[config.mk]
export PLATFORM = sky130hd
export DESIGN_NAME = raster_mark_gen
export DESIGN_NICKNAME = d
export VERILOG_FILES = /design/src/rtl/raster_mark_pkg.sv /design/src/rtl/rmg_rst_sync.sv /design/src/rtl/rmg_col_ctr.sv /design/src/rtl/rmg_row_ctr.sv /design/src/rtl/rmg_vis_flags.sv /design/src/rtl/raster_mark_gen.sv
export SDC_FILE = /design/constraint.sdc
export NUM_CORES = 1
export LEC_CHECK = 0
export BUFFER_PORTS_ARGS = -buffer_cell sky130_fd_sc_hd__buf_2
export CAP_MARGIN = 20
export CORE_ASPECT_RATIO = 1.25
export CORE_UTILIZATION = 47
export DETAILED_ROUTE_END_ITERATION = 8
export GPL_TIMING_DRIVEN = 1
export PLACE_DENSITY_LB_ADDON = 0.08
export SLEW_MARGIN = 30
export SYNTH_ARGS = -nofsm -noshare
export SYNTH_HDL_FRONTEND = slang
export SYNTH_SLANG_ARGS = --single-unit
[constraint.sdc]
create_clock -name clk -period 0.8 [get_ports clk]
set_input_delay 0.12 -clock clk [delete_from_list [all_inputs] [get_ports clk]]
set_output_delay 0.12 -clock clk [all_outputs]
set_load 0.01 [all_outputs]
[src/rtl/raster_mark_pkg.sv]
package raster_mark_pkg;
  localparam int DEF_FRAME_COLS = 800;
  localparam int DEF_FRAME_ROWS = 525;
  localparam int DEF_VIS_COLS   = 640;
  localparam int DEF_VIS_ROWS   = 480;
  localparam int DEF_SYNC_STAGES = 2;

  function automatic int pos_width(input int span);
    return (span < 2) ? 1 : $clog2(span);
  endfunction
endpackage

[src/rtl/rmg_rst_sync.sv]
module rmg_rst_sync #(
  parameter int STAGES = 2
) (
  input  logic clk,
  input  logic rst_n,
  output logic rst_sync_n
);
  logic [STAGES-1:0] chain_q;
  logic [STAGES-1:0] chain_d;

  always_comb begin
    chain_d = {chain_q[STAGES-2:0], 1'b1};
  end

  always_ff @(posedge clk or negedge rst_n) begin
    if (!rst_n) chain_q <= '0;
    else        chain_q <= chain_d;
  end

  assign rst_sync_n = chain_q[STAGES-1];
endmodule

[src/rtl/rmg_col_ctr.sv]
module rmg_col_ctr #(
  parameter int FRAME_COLS = 800,
  localparam int CW = raster_mark_pkg::pos_width(FRAME_COLS)
) (
  input  logic          clk,
  input  logic          rst_n,
  output logic [CW-1:0] col_q,
  output logic [CW-1:0] col_d,
  output logic          line_end
);
  localparam logic [CW-1:0] COL_LAST = CW'(FRAME_COLS - 1);

  always_comb begin
    line_end = (col_q == COL_LAST);
    col_d    = line_end ? '0 : col_q + 1'b1;
  end

  always_ff @(posedge clk or negedge rst_n) begin
    if (!rst_n) col_q <= '0;
    else        col_q <= col_d;
  end


  col_range_chk: assert property (@(posedge clk) disable iff (!rst_n)
    32'(col_q) < FRAME_COLS);

  col_step_chk: assert property (@(posedge clk) disable iff (!rst_n)
    (col_q != COL_LAST) |=> (col_q == $past(col_q) + 1'b1));

  col_wrap_chk: assert property (@(posedge clk) disable iff (!rst_n)
    (col_q == COL_LAST) |=> (col_q == '0));
endmodule

[src/rtl/rmg_row_ctr.sv]
module rmg_row_ctr #(
  parameter int FRAME_ROWS = 525,
  localparam int RW = raster_mark_pkg::pos_width(FRAME_ROWS)
) (
  input  logic          clk,
  input  logic          rst_n,
  input  logic          advance,
  output logic [RW-1:0] row_q,
  output logic [RW-1:0] row_d
);
  localparam logic [RW-1:0] ROW_LAST = RW'(FRAME_ROWS - 1);

  logic row_en;

  always_comb begin
    row_en = advance;
    row_d  = row_q;
    if (row_en) row_d = (row_q == ROW_LAST) ? '0 : row_q + 1'b1;
  end

  always_ff @(posedge clk or negedge rst_n) begin
    if (!rst_n)      row_q <= '0;
    else if (row_en) row_q <= row_d;
  end


  row_hold_chk: assert property (@(posedge clk) disable iff (!rst_n)
    !advance |=> $stable(row_q));

  row_step_chk: assert property (@(posedge clk) disable iff (!rst_n)
    (advance && row_q != ROW_LAST) |=> (row_q == $past(row_q) + 1'b1));

  row_wrap_chk: assert property (@(posedge clk) disable iff (!rst_n)
    (advance && row_q == ROW_LAST) |=> (row_q == '0));
endmodule

[src/rtl/rmg_vis_flags.sv]
module rmg_vis_flags #(
  parameter int VIS_COLS = 640,
  parameter int VIS_ROWS = 480,
  parameter int CW = 10,
  parameter int RW = 10
) (
  input  logic          clk,
  input  logic          rst_n,
  input  logic [CW-1:0] col_d,
  input  logic [RW-1:0] row_d,
  input  logic [CW-1:0] col_q,
  input  logic [RW-1:0] row_q,
  output logic          h_q,
  output logic          v_q
);
  localparam logic H_RST = (VIS_COLS > 0);
  localparam logic V_RST = (VIS_ROWS > 0);

  logic h_d, v_d;

  always_comb begin
    h_d = (32'(col_d) < VIS_COLS);
    v_d = (32'(row_d) < VIS_ROWS);
  end

  always_ff @(posedge clk or negedge rst_n) begin
    if (!rst_n) begin
      h_q <= H_RST;
      v_q <= V_RST;
    end else begin
      h_q <= h_d;
      v_q <= v_d;
    end
  end


  h_align_chk: assert property (@(posedge clk) disable iff (!rst_n)
    h_q == (32'(col_q) < VIS_COLS));

  v_align_chk: assert property (@(posedge clk) disable iff (!rst_n)
    v_q == (32'(row_q) < VIS_ROWS));
endmodule

[src/rtl/raster_mark_gen.sv]
module raster_mark_gen #(
  parameter int FRAME_COLS  = raster_mark_pkg::DEF_FRAME_COLS,
  parameter int FRAME_ROWS  = raster_mark_pkg::DEF_FRAME_ROWS,
  parameter int VIS_COLS    = raster_mark_pkg::DEF_VIS_COLS,
  parameter int VIS_ROWS    = raster_mark_pkg::DEF_VIS_ROWS,
  parameter int SYNC_STAGES = raster_mark_pkg::DEF_SYNC_STAGES,
  localparam int CW = raster_mark_pkg::pos_width(FRAME_COLS),
  localparam int RW = raster_mark_pkg::pos_width(FRAME_ROWS)
) (
  input  logic          clk,
  input  logic          rst_n,
  output logic          h_vis,
  output logic          v_vis,
  output logic [CW-1:0] col_pos,
  output logic [RW-1:0] row_pos
);
  logic          core_rst_n;
  logic [CW-1:0] col_next;
  logic [RW-1:0] row_next;
  logic          wrap;

  rmg_rst_sync #(.STAGES(SYNC_STAGES)) u_rst (
    .clk(clk), .rst_n(rst_n), .rst_sync_n(core_rst_n));

  rmg_col_ctr #(.FRAME_COLS(FRAME_COLS)) u_col (
    .clk(clk), .rst_n(core_rst_n), .col_q(col_pos),
    .col_d(col_next), .line_end(wrap));

  rmg_row_ctr #(.FRAME_ROWS(FRAME_ROWS)) u_row (
    .clk(clk), .rst_n(core_rst_n), .advance(wrap),
    .row_q(row_pos), .row_d(row_next));

  rmg_vis_flags #(.VIS_COLS(VIS_COLS), .VIS_ROWS(VIS_ROWS),
                  .CW(CW), .RW(RW)) u_flags (
    .clk(clk), .rst_n(core_rst_n), .col_d(col_next), .row_d(row_next),
    .col_q(col_pos), .row_q(row_pos), .h_q(h_vis), .v_q(v_vis));
endmodule

==> summary.txt, run 1 <==
Synth
  – Synthesized cell area: 1140 µm²
  – Cells after Synth: approximately 110
  – Area leader, netlist: dfrtp_1
  – Post-synth cell types: 33
  – Synth area leaders: dfrtp_1, dfstp_2, xnor2_1
  – Syn Nets: 110
  – Synth top area share: 48.4%
  – Yosys warns: 0
  – Yosys reg bits: 24
  – Syn avg cell area: 10.8 µm²
  – Post-synthesis sequential area ratio: between 50% and 60%

Floorplanning
  – Row cnt: 19
  – Initial Util: 51.0%
  – Die Ht: approximately 57 µm
  – I/O Pins: 24
  – Die X: 46.0 µm

Outcome
  – Error: [ERROR DPL-0038] Utilization greater than 100%, impossible to legalize
  – Status: did not finish
  – Last stage reached: global routing (5_1_grt)

Clocking
  – CTS Sinks: 24
  – H-tree Lvls: 1
  – Root buffer cell: clkbuf_4
  – Worst-case clock buffer depth: 2
  – Num CTS Buffers: 3

Timing
  – Worst_ep grt: u_row.row_q[9]$_DFFE_PN0N_/D
  – Worst ep type: register input

Placement
  – IO Port Bufs: 23
  – Placed insts: 200
  – DP HPWL: slightly above 2000 µm
  – Pre-CTS setup slack: -0.943 ns
  – RePlAce Congestion: 0.849

Global routing
  – Largest net degree at the start of global routing: 23
## logic make-up after synthesis
| group | share of synthesized area [%] |
|---|---|
| buffers and inverters | 1.65 |
| AND/OR/NAND/NOR | 25.3 |
| other | 0.329 |
| AO/OA/AOI/OAI | 8.79 |
| adder cells (fa/ha/maj) | 3.30 |
| XOR/XNOR | 7.69 |
| flip-flops | 53.0 |
## cell usage after synthesis
| cell | number |
|---|---|
| conb_1 | 1 |
| o21ai_0 | 8 |
| a211oi_1 | 1 |
| or3_2 | 1 |
| nor2_1 | 8 |
| inv_1 | 5 |
| nand3_1 | 6 |
| nand4_1 | 5 |
| or2b_2 | 1 |
| nand2_1 | 8 |
| nor3_1 | 1 |
| and2_2 | 1 |
| xor2_1 | 5 |
| or3_4 | 1 |
| and3_1 | 2 |
| nand4_2 | 1 |
| or3b_4 | 1 |
| dfstp_2 | 2 |
| nor4_4 | 1 |
| nor3_2 | 2 |
| xnor2_1 | 5 |
| ha_1 | 3 |
| o21a_1 | 1 |
| a22o_1 | 1 |
| nand3b_1 | 1 |
| nor3_4 | 1 |
| a21oi_1 | 2 |
| or2_1 | 2 |
| o22ai_1 | 1 |
| a31oi_1 | 2 |
| nor4_1 | 2 |
| dfrtp_1 | 22 |
| o31ai_1 | 1 |
## through the flow
stage | hold slack, ns | instance area [µm²] | util, %
2_1_floorplan | -0.176 | 1190 | -
3_3_place_gp | -0.0949 | 1670 | 74.6
4_1_cts | 0.0953 | 2070 | 92.8
3_5_place_dp | -0.0932 | 1670 | 74.6
## what timing repair did
item | CTS
hold buffers | 1
endpoints found under the setup margin | 44
buffers inserted | 15
pin swaps | 12
resized for setup | 66
cloned | 0
hold endpoints to repair | 2
==> inputs of run 2 (changes only) <==
- CORE_AREA: unset -> 2 2 63 65
- CORE_ASPECT_RATIO: 1.25 -> unset
- CORE_UTILIZATION: 47 -> unset
- DIE_AREA: unset -> 0 0 65 67
- PLACE_DENSITY_LB_ADDON: 0.08 -> 0.15
- clock period: 0.8 -> 1 ns (I/O delays scaled with it)
==> run 2 against run 1 <==
  * The flow now finishes, with violations (setup timing)
  * Synthesized cell count stayed put
  * Area after synthesis stayed put
==> summary.txt, run 2 <==
Outcome
  – Status: complete, but fails checks
  – Violated checks: setup timing

Floorplanning
  – Initial Util: 31.6%
  – Die X: 65 µm
  – Die Ht: 67 µm
  – Row cnt: 22
  – I/O Pins: 24
  – Core area: ~3600 µm²
  – Die area: 4360 µm²

Worst setup path
  – Slowest stage delay, CP: around 0.43 ns
  – CP Launch Type: flip-flop
  – Critical path cell sequence: or3b_4, or3_4, or2_4, nor3_4, or2_1
  – Worst-path maximum fanout: 5
  – Endpoint class of the critical path: flip-flop
  – Critical Path Slowest Stage Cell: or3b_4
  – Crit Path Class: reg -> reg
  – Worst R2R Start: u_col.col_q[7]
  – Worst r2r dst: u_row.row_q[9]
  – R2r setup slk: -0.80 ns
  – Worst R2R Path Depth: 5
  – Critical path arrival: 2.01 ns
  – Worst endpoint required time: 1.21 ns

Cells and area
  – Antenna diode count: 0
  – FF+latch area: approximately 610 µm²
  – Layout fillers: 281
  – Largest registers: u_col.col_q (10), u_row.row_q (10), u_rst.chain_q (2)
  – Commonest non-fill, non-tap cells in the layout: buf_6, buf_4, dfrtp_1
  – Nets: 210
  – Area grow syn2layout: 107%
  – Layout cells sized above 1: a little over 70%
  – Area of the multi-input gates: 704 µm²
  – Most common cell after layout, fill and taps aside: buf_6

Clocking
  – Num CTS Buffers: 3
  – TritonCTS clock tree: built
  – CTS Sinks: 24
  – H-tree Lvls: 1
  – Root buffer cell: clkbuf_8
  – Worst-case clock buffer depth: 2
  – Clock-pin slew on the worst setup and hold paths: 0.09 ns
  – Worst-Skew Late Latency: 0.27 ns

Power and ir drop
  – Leakage power: 1.17 nW
  – Sw Ratio: 20.1%
  – Worst vdd ir: around 0.00036 V
  – P_sw: 335 µW
  – Power density over the cells: 707 nW/µm²
  – Clock power frac: 39.9%
  – Cell-internal power: 1.33 mW
  – PnR Total Power: around 1.7 mW
  – Combinational fraction of design power: 1.6%
  – Reg power frac: 58.5%

Global routing
  – Total track usage: 16.2%
  – Vias in the first global route: approximately 1,200
  – First-pass GRT wire length: 5350 µm
  – Largest net degree at the start of global routing: 23
  – Antenna violations before repair: 0
  – Gr ovfl total: 0

Synth
  – Post-synthesis sequential area ratio: between 50% and 60%
  – Yosys reg bits: 24
  – Synthesized cell area: between 1000 and 1500 µm²
  – Synth area leaders: dfrtp_1, dfstp_2, xnor2_1
  – Synth Flop Type: dfrtp_1
  – Syn Nets: 110
  – Number of synthesized flops with an enable pin: 0
  – Area leader, netlist: dfrtp_1
  – Cells after Synth: 105
  – Post-synth cell types: 33
  – Yosys warns: 0
  – Synth top area share: 48.4%
  – Commonest cells in the netlist: dfrtp_1, nand2_1, nor2_1, o21ai_0, nand3_1
  – Top-count cell post-synth: dfrtp_1
  – Syn avg cell area: 10.8 µm²
  – Synth async-reset ratio: 100%

Placement
  – IO Port Bufs: 23
  – Pre-CTS setup slack: -0.780 ns
  – DP HPWL: 2160 µm
  – RePlAce Congestion: 0.871

Timing
  – Final Hold Viols: 0
  – Achievable Freq: ~0.56 GHz
  – Slew Viols, Final: 0
  – Worst-case clock skew: around 0.0041 ns
  – Post-route worst setup slack: -0.799 ns
  – Final Cycle Share: 180%
  – Final min period: 1.80 ns
  – Final setup vio count: 42
  – RSZ-0062 raised after global routing: yes

Detailed routing
  – DRT iter0 DRCs: 44
  – Via count: 1,187
  – Drt first pass iters: 4
  – Routed WL: 3490 µm
  – DR WL/cell: around 14 µm
  – Vias/cell: 4.71
  – Drt drc: 0
  – Antenna Violating Nets Remaining: 0

Hold path
  – HP Class: in -> async

Flow run
  – MaxCap Viol Count: 0
-- run 2: metrics by stage --
| step | util, % | cell area [µm²] | hold WS, ns | std cells | setup TNS, ns |
|---|---|---|---|---|---|
| final | 65.4 | 2360 | 0.185 | 252 | -14.58 |
| after global routing | 65.4 | 2360 | 0.188 | 252 | -16.42 |
| after CTS | 58.7 | 2120 | 0.180 | 237 | -14.47 |
| after detailed placement | 45.9 | 1660 | -0.0592 | 215 | -10.02 |
| after global placement | 45.9 | 1660 | -0.0653 | 215 | -9.56 |
| after floorplan | - | 1190 | -0.146 | 105 | -9.11 |
-- run 2: logic make-up after synthesis --
group | after synthesis | share of synthesized area (%)
compound gates | 17 | 8.79
xor+xnor | 10 | 7.69
fa+ha+maj | 3 | 3.30
buf+inv | 5 | 1.65
flops | 24 | 53.0
other cells | 1 | 0.329
simple gates | 45 | 25.3
-- run 2: power by group through the flow --
| stage | clock (mW) | combinational (mW) | sequential [mW] |
|---|---|---|---|
| 6_report | 0.665 | 0.0266 | 0.975 |
| 5_1_grt | 0.728 | 0.0312 | 0.976 |
| 4_1_cts | 0.689 | 0.0282 | 0.976 |
| 3_5_place_dp | 0 | 0.0255 | 0.995 |
| 3_3_place_gp | 0 | 0.0245 | 0.994 |
| 2_1_floorplan | 0 | 0.000325 | 1.01 |
-- run 2: worst max-delay path, delay by kind of cell (launching register included) --
kind / cells / cell delay, ns
and+or+nand+nor: 5 / 1.34
DFF: 1 / 0.40
-- run 2: worst max-delay path by stage --
stage	from	endpoint	slack, ns	depth (start not counted)
2_1_floorplan	u_col.col_q[7]	u_row.row_q[9]	-0.74	5
3_5_place_dp	u_col.col_q[7]	u_row.row_q[9]	-0.78	5
3_3_place_gp	u_row.row_q[5]	u_row.row_q[9]	-0.71	5
5_1_grt	u_col.col_q[7]	u_flags.v_q	-0.85	6
6_report	u_col.col_q[7]	u_row.row_q[9]	-0.80	5
4_1_cts	u_col.col_q[7]	u_row.row_q[9]	-0.77	5
-- run 2: layout make-up --
| cell class | count | share of cell area, % |
|---|---|---|
| Timing Repair Buffer | 95 | 38.5 |
| Sequential cell | 24 | 25.9 |
| Tap cell | 48 | 2.55 |
| Inverter | 5 | 0.795 |
| Clock buffer | 4 | 2.33 |
| Multi-Input combinational cell | 76 | 29.9 |
-- run 2: routing by layer --
metal	wire length, µm	part of all wire (%)	track usage (%)
met3	128	3.7	2.03
met4	59	1.7	5.32
met5	0	0	0
met2	1830	52	29.1
met1	1480	42	20.0
-- run 2: timing repair --
action,4_1_cts,5_1_grt
hold endpoints to repair,2,0
gates cloned,0,0
endpoints found under the setup margin,42,44
hold buffers,1,0
resized for setup,59,41
buffers inserted,19,29
pin swaps,9,16
Power figures use the tool's default switching activity.
==> inputs of run 3 (changes only) <==
- BUFFER_PORTS_ARGS: -buffer_cell sky130_fd_sc_hd__buf_2 -> unset
- DONT_BUFFER_PORTS: unset -> 1
- REMOVE_ABC_BUFFERS: unset -> 1
==> run 3 against run 2 <==
  * The run still ends with setup timing left
  * Combinational power shrank 9.8%
  * Core utilization shrank 14 points
  * Clock skew decreased by 0.0022 ns
  * Sequential cell count did not move
  * Worst hold slack worse by 0.086 ns
  * Routed wire length down 13%
  * Power shrank 0.57%
  * First-iteration DRC count down 30%
  * Register-to-register slack barely moved
  * Clock-buffer cell count stayed put
  * Highest routed layer unchanged
==> summary.txt, run 3 (synthesis gave the netlist of run 2 again) <==
Cells and area
  – Fin cells: 211
  – Layout fillers: 327
  – Most common cell after layout, fill and taps aside: buf_4
  – Area grow syn2layout: 64.1%
  – Largest registers: u_col.col_q (10), u_row.row_q (10), u_rst.chain_q (2)
  – Fin area: 1870 µm²
  – Commonest non-fill, non-tap cells in the layout: buf_4, buf_6, dfrtp_1
  – Layout cells sized above 1: 54.0%
  – Antenna diode count: 0
  – Nets: 169

Placement
  – RePlAce Congestion: approximately 0.9
  – IO Port Bufs: 0
  – DP HPWL: 2110 µm
  – Placed insts: 192
  – Dpl cell area: 1490 µm²

Detailed routing
  – DRT iter0 DRCs: 31
  – DR WL/cell: 14.4 µm
  – Antenna Violating Nets Remaining: 0
  – Vias/cell: 4.65
  – Drt first pass iters: 4
  – Routed WL: 3030 µm
  – Drt drc: 0
  – Via count: 981

Outcome
  – Violated checks: setup timing
  – Status: complete, but fails checks

Worst setup path
  – Endpoint class of the critical path: flip-flop
  – Worst R2R Path Depth: 5
  – Critical path arrival: 2.00 ns
  – Critical Path Slowest Stage Cell: or3b_4
  – Worst endpoint required time: 1.21 ns
  – CP Launch Type: flip-flop
  – CP bufs+invs: 0
  – R2r setup slk: -0.79 ns
  – Cell family with most CP delay: simple AND/OR/NAND/NOR gates
  – Crit path top cell by count: or2_1
  – Worst r2r dst: u_row.row_q[9]
  – Critical path cell sequence: or3b_4, or3_4, or2_1, nor3_2, or2_1
  – Worst-path maximum fanout: 5
  – Worst R2R Start: u_col.col_q[6]
  – Slowest stage delay, CP: 0.44 ns
  – Crit Path Class: reg -> reg

Global routing
  – First-pass GRT wire length: 4730 µm
  – Vias in the first global route: 961
  – Total track usage: between 10% and 20%
  – Largest net degree at the start of global routing: 23
  – Gr ovfl total: 0
  – Antenna violations before repair: 0

Clocking
  – CTS Sinks: 24
  – Num CTS Buffers: 3
  – Worst-Skew Late Latency: 0.27 ns
  – Worst-case clock buffer depth: 2
  – Clock-pin slew on the worst setup and hold paths: ~0.08 ns
  – TritonCTS clock tree: built
  – H-tree Lvls: 1
  – Root buffer cell: clkbuf_8

Floorplanning
  – Initial Util: a little under a third
  – Die Ht: 67 µm
  – Row cnt: 22
  – Die X: 65 µm
  – Core area: 3610 µm²
  – Die area: approximately 4400 µm²
  – I/O Pins: 24

Timing
  – Hold slack: 0.0987 ns
  – Final min period: 1.79 ns
  – Slew @ Worst Pin: 0.486 ns
  – Post-route worst setup slack: -0.785 ns
  – Slew headroom: 67.3%
  – Post-route setup TNS: -11.81 ns
  – Worst-case clock skew: 0.00190 ns
  – Achievable Freq: 0.560 GHz
  – Final Cycle Share: 179%
  – RSZ-0062 raised after global routing: yes
  – Final Hold Viols: 0
  – Slew Viols, Final: 0
  – Final setup vio count: 28

Power and ir drop
  – Power density over the cells: 887 nW/µm²
  – Leakage power: 0.913 nW
  – Combinational fraction of design power: approximately 1.4%
  – Sw Ratio: about a fifth
  – Clock power frac: 39.7%
  – P_sw: 327 µW
  – Worst vdd ir: ~0.00052 V
  – Cell-internal power: 1.33 mW
  – PnR Total Power: 1.66 mW
  – Reg power frac: around three fifths

Hold path
  – HP Class: in -> async

Flow run
  – MaxCap Viol Count: 0
==> run 3: cell types whose count changed in the layout (fill, tap and decap cells not counted), sizes merged <==
cell,previous run,this run
buf,94,53
==> run 3: metrics by stage <==
step	setup WS, ns	utilization, %
2_1_floorplan	-0.824	-
3_3_place_gp	-0.799	41.4
3_5_place_dp	-0.867	41.4
4_1_cts	-0.766	49.1
5_1_grt	-0.879	51.8
6_report	-0.785	51.8
==> run 3: worst max path at each step <==
stage / start / endpoint / cells after the start / slack [ns]
floorplan: u_col.col_q[0] / u_row.row_q[9] / 6 / -0.82
global placement: u_col.col_q[6] / u_flags.v_q / 5 / -0.80
detailed placement: u_col.col_q[6] / u_flags.v_q / 5 / -0.87
CTS: u_col.col_q[6] / u_row.row_q[9] / 5 / -0.77
global route: u_col.col_q[0] / u_row.row_q[9] / 6 / -0.88
finish: u_col.col_q[6] / u_row.row_q[9] / 5 / -0.79
==> run 3: power groups by stage <==
stage | combinational (mW) | sequential [mW] | clock (mW)
CTS | 0.0252 | 0.975 | 0.682
finish | 0.0240 | 0.975 | 0.659
global placement | 0.0212 | 0.994 | 0
floorplan | 0.000325 | 1.01 | 0
global route | 0.0280 | 0.976 | 0.730
detailed placement | 0.0213 | 0.994 | 0
==> run 3: area by class of cell <==
class | instances | area [µm²] | area share [%]
Clock buffer | 4 | 55.1 | 2.95
Inverter | 5 | 18.8 | 1.00
Multi-Input combinational cell | 76 | 637 | 34.1
Sequential cell | 24 | 603 | 32.3
Tap cell | 48 | 60.1 | 3.22
Timing Repair Buffer | 54 | 494 | 26.5
==> run 3: repair_timing <==
item	in CTS	in global routing
setup endpoints to repair	27	37
endpoints found under the hold margin	2	0
gates resized for setup	41	14
setup buffers	9	6
hold buffers	1	0
pin swaps	15	5
cloned	0	0
==> run 3: per-layer routing <==
| layer | vias up | part of all wire, % | track usage, % | wire length [µm] |
|---|---|---|---|---|
| met5 | - | 0 | 0 | 0 |
| met3 | 2 | 3.3 | 3.21 | 100 |
| met1 | 472 | 44 | 18.2 | 1330 |
| met4 | 0 | 0.89 | 5.85 | 27 |
| met2 | 15 | 52 | 24.6 | 1580 |
| li1 | 492 | - | - | - |
==> run 3: worst reg2reg max path, cell delays in order (launching register included) <==
cell	delay [ns]
dfrtp_1	0.39
or3b_4	0.44
or3_4	0.38
or2_1	0.26
nor3_2	0.14
or2_1	0.12
==> inputs of run 4 (changes only) <==
- CORE_AREA: 2 2 63 65 -> 8 8 69 71
- DIE_AREA: 0 0 65 67 -> 0 0 77 79
- SLEW_MARGIN: 30 -> unset
==> run 4 against run 3 <==
  * The flow still finishes with violations (setup timing)
  * Sequential share of layout area fell by 1.9 points
  * Cell count is 1.4% higher
  * Core utilization increased by 0.50 points
  * Clock skew is 0.0036 ns higher
  * Die area grew 40%
  * Setup slack worse by 0.0084 ns
  * Clock-buffer cell count down 1
  * Maximum frequency shrank 0.47%
  * Critical path depth is the same
  * First-iteration DRC count down 19%
  * Global-route usage shrank 4.0 points
==> summary.txt, run 4 (synthesis gave the netlist of run 2 again) <==
Power and ir drop
  – P_sw: 345 µW
  – Clock power frac: 46.3%
  – Leakage power: 0.935 nW
  – Reg power frac: between 50% and 60%
  – Combinational fraction of design power: 1.3%
  – Cell-internal power: 1.51 mW
  – Power density over the cells: 936 nW/µm²
  – Sw Ratio: between 10% and 20%
  – Worst vdd ir: 0.000686 V

Global routing
  – Gr ovfl total: 0
  – First-pass GRT wire length: 5180 µm
  – Vias in the first global route: 1,034
  – Largest net degree at the start of global routing: 23
  – Total track usage: 10.6%
  – Antenna violations before repair: 0

Worst setup path
  – CP bufs+invs: 0
  – Slowest stage delay, CP: approximately 0.44 ns
  – Crit Path Class: reg -> reg
  – Worst-path maximum fanout: 5
  – Worst endpoint required time: between 1 and 1.5 ns
  – Endpoint class of the critical path: flip-flop
  – CP Launch Type: flip-flop
  – Critical path cell sequence: or3b_4, or3_4, or2_4, nor3_4, or2_1
  – Critical path arrival: 2.01 ns
  – Cell family with most CP delay: simple AND/OR/NAND/NOR gates
  – Critical Path Slowest Stage Cell: or3b_4

Detailed routing
  – Antenna Violating Nets Remaining: 0
  – Drt first pass iters: 4
  – Routed WL: roughly 3400 µm
  – Drt drc: 0
  – Vias/cell: 4.77
  – DR WL/cell: 15.8 µm
  – Via count: 1,021
  – DRT iter0 DRCs: 25

Floorplanning
  – I/O Pins: 24
  – Die Ht: 79 µm
  – Die area: 6080 µm²
  – Die X: 77 µm
  – Initial Util: 30.0%
  – Row cnt: 23
  – Core area: about 3800 µm²

Outcome
  – Violated checks: setup timing
  – Status: complete, but fails checks

Clocking
  – TritonCTS clock tree: built
  – CTS Sinks: 24
  – Num CTS Buffers: 3
  – Worst-case clock buffer depth: 2
  – H-tree Lvls: 1
  – Clock-pin slew on the worst setup and hold paths: 0.09 ns
  – Worst-Skew Late Latency: 0.27 ns
  – Root buffer cell: clkbuf_8

Timing
  – RSZ-0062 raised after global routing: yes
  – Final Hold Viols: 0
  – Post-route worst setup slack: -0.794 ns
  – Final Cycle Share: 179%
  – Hold slack: 0.0980 ns
  – Worst-case clock skew: around 0.0055 ns
  – Final min period: 1.79 ns
  – Slew Viols, Final: 0
  – Achievable Freq: approximately 0.56 GHz
  – Final setup vio count: 33

Hold path
  – HP Class: in -> async

Cells and area
  – Layout cells sized above 1: 59.8%
  – Area grow syn2layout: 74.5%
  – Fin cells: 214
  – Commonest non-fill, non-tap cells in the layout: buf_4, buf_6, dfrtp_1
  – Largest registers: u_col.col_q (10), u_row.row_q (10), u_rst.chain_q (2)
  – Antenna diode count: 0
  – Nets: 170
  – Most common cell after layout, fill and taps aside: buf_4

Placement
  – RePlAce Congestion: 0.781
  – Pre-CTS setup slack: -0.847 ns
  – IO Port Bufs: 0
  – DP HPWL: 2220 µm
  – Placed insts: 193

Flow run
  – MaxCap Viol Count: 0
[run 4: timing repair]
item                                    in CTS  in global routing
pin swaps                                   21                 14
endpoints found under the hold margin        2                  0
buffers inserted                             5                 13
gates resized for setup                     46                 32
endpoints found under the setup margin      28                 36
hold buffers                                 1                  0
[run 4: final cells by class]
class	count	area, µm²
fillers	360	1810
multi-input cells	76	721
flip-flops and latches	24	604
repair buffers	55	509
well taps	50	62.6
clock buffers	3	41.3
clock inverters	1	30.0
inverters	5	18.8
[run 4: path summary, 6_finish.rpt]
kind | startpoint | to | slack, ns | cells after the start
min in group clk | u_rst.chain_q[0] | u_rst.chain_q[1] | 0.37 | 0
worst max register to register | u_col.col_q[6] | u_row.row_q[9] | -0.79 | 5
worst min-delay path | rst_n | u_rst.chain_q[0] | 0.1 | 1
max in group asynchronous | u_rst.chain_q[1] | u_flags.v_q | 0.49 | 1
worst max-delay path | u_col.col_q[6] | u_row.row_q[9] | -0.79 | 5
worst min register to register | u_rst.chain_q[1] | u_col.col_q[2] | 0.22 | 1
[run 4: per-stage QoR]
stage / power (mW) / utilization, % / cell area, µm² / setup TNS, ns
floorplan: 1.01 / - / 1140 / -10.96
global placement: 1.02 / 39.1 / 1490 / -10.78
detailed placement: 1.02 / 39.1 / 1490 / -11.22
CTS: 1.88 / 46.8 / 1780 / -10.92
global route: 1.92 / 52.3 / 1990 / -13.92
finish: 1.86 / 52.3 / 1990 / -11.77
[run 4: power groups by stage]
| stage | clock network (mW) | registers (mW) | logic, mW |
|---|---|---|---|
| floorplan | 0 | 1.01 | 0.000325 |
| global placement | 0 | 0.994 | 0.0224 |
| detailed placement | 0 | 0.994 | 0.0224 |
| CTS | 0.878 | 0.975 | 0.0266 |
| global route | 0.918 | 0.975 | 0.0286 |
| finish | 0.860 | 0.975 | 0.0248 |
[run 4: per-layer routing]
layer | vias to the layer above | track usage, % | share of wire [%]
met1 | 497 | 12.3 | 39
met2 | 29 | 17.8 | 51
li1 | 490 | - | -
met5 | - | 0 | 0
met3 | 5 | 3.95 | 8.9
met4 | 0 | 3.40 | 1.2
[run 4: worst reg2reg max path, cell delays in order (launching register included)]
cell and delay, ns:
dfrtp_1 0.39, or3b_4 0.44, or3_4 0.39, or2_4 0.29
nor3_4 0.11, or2_1 0.12
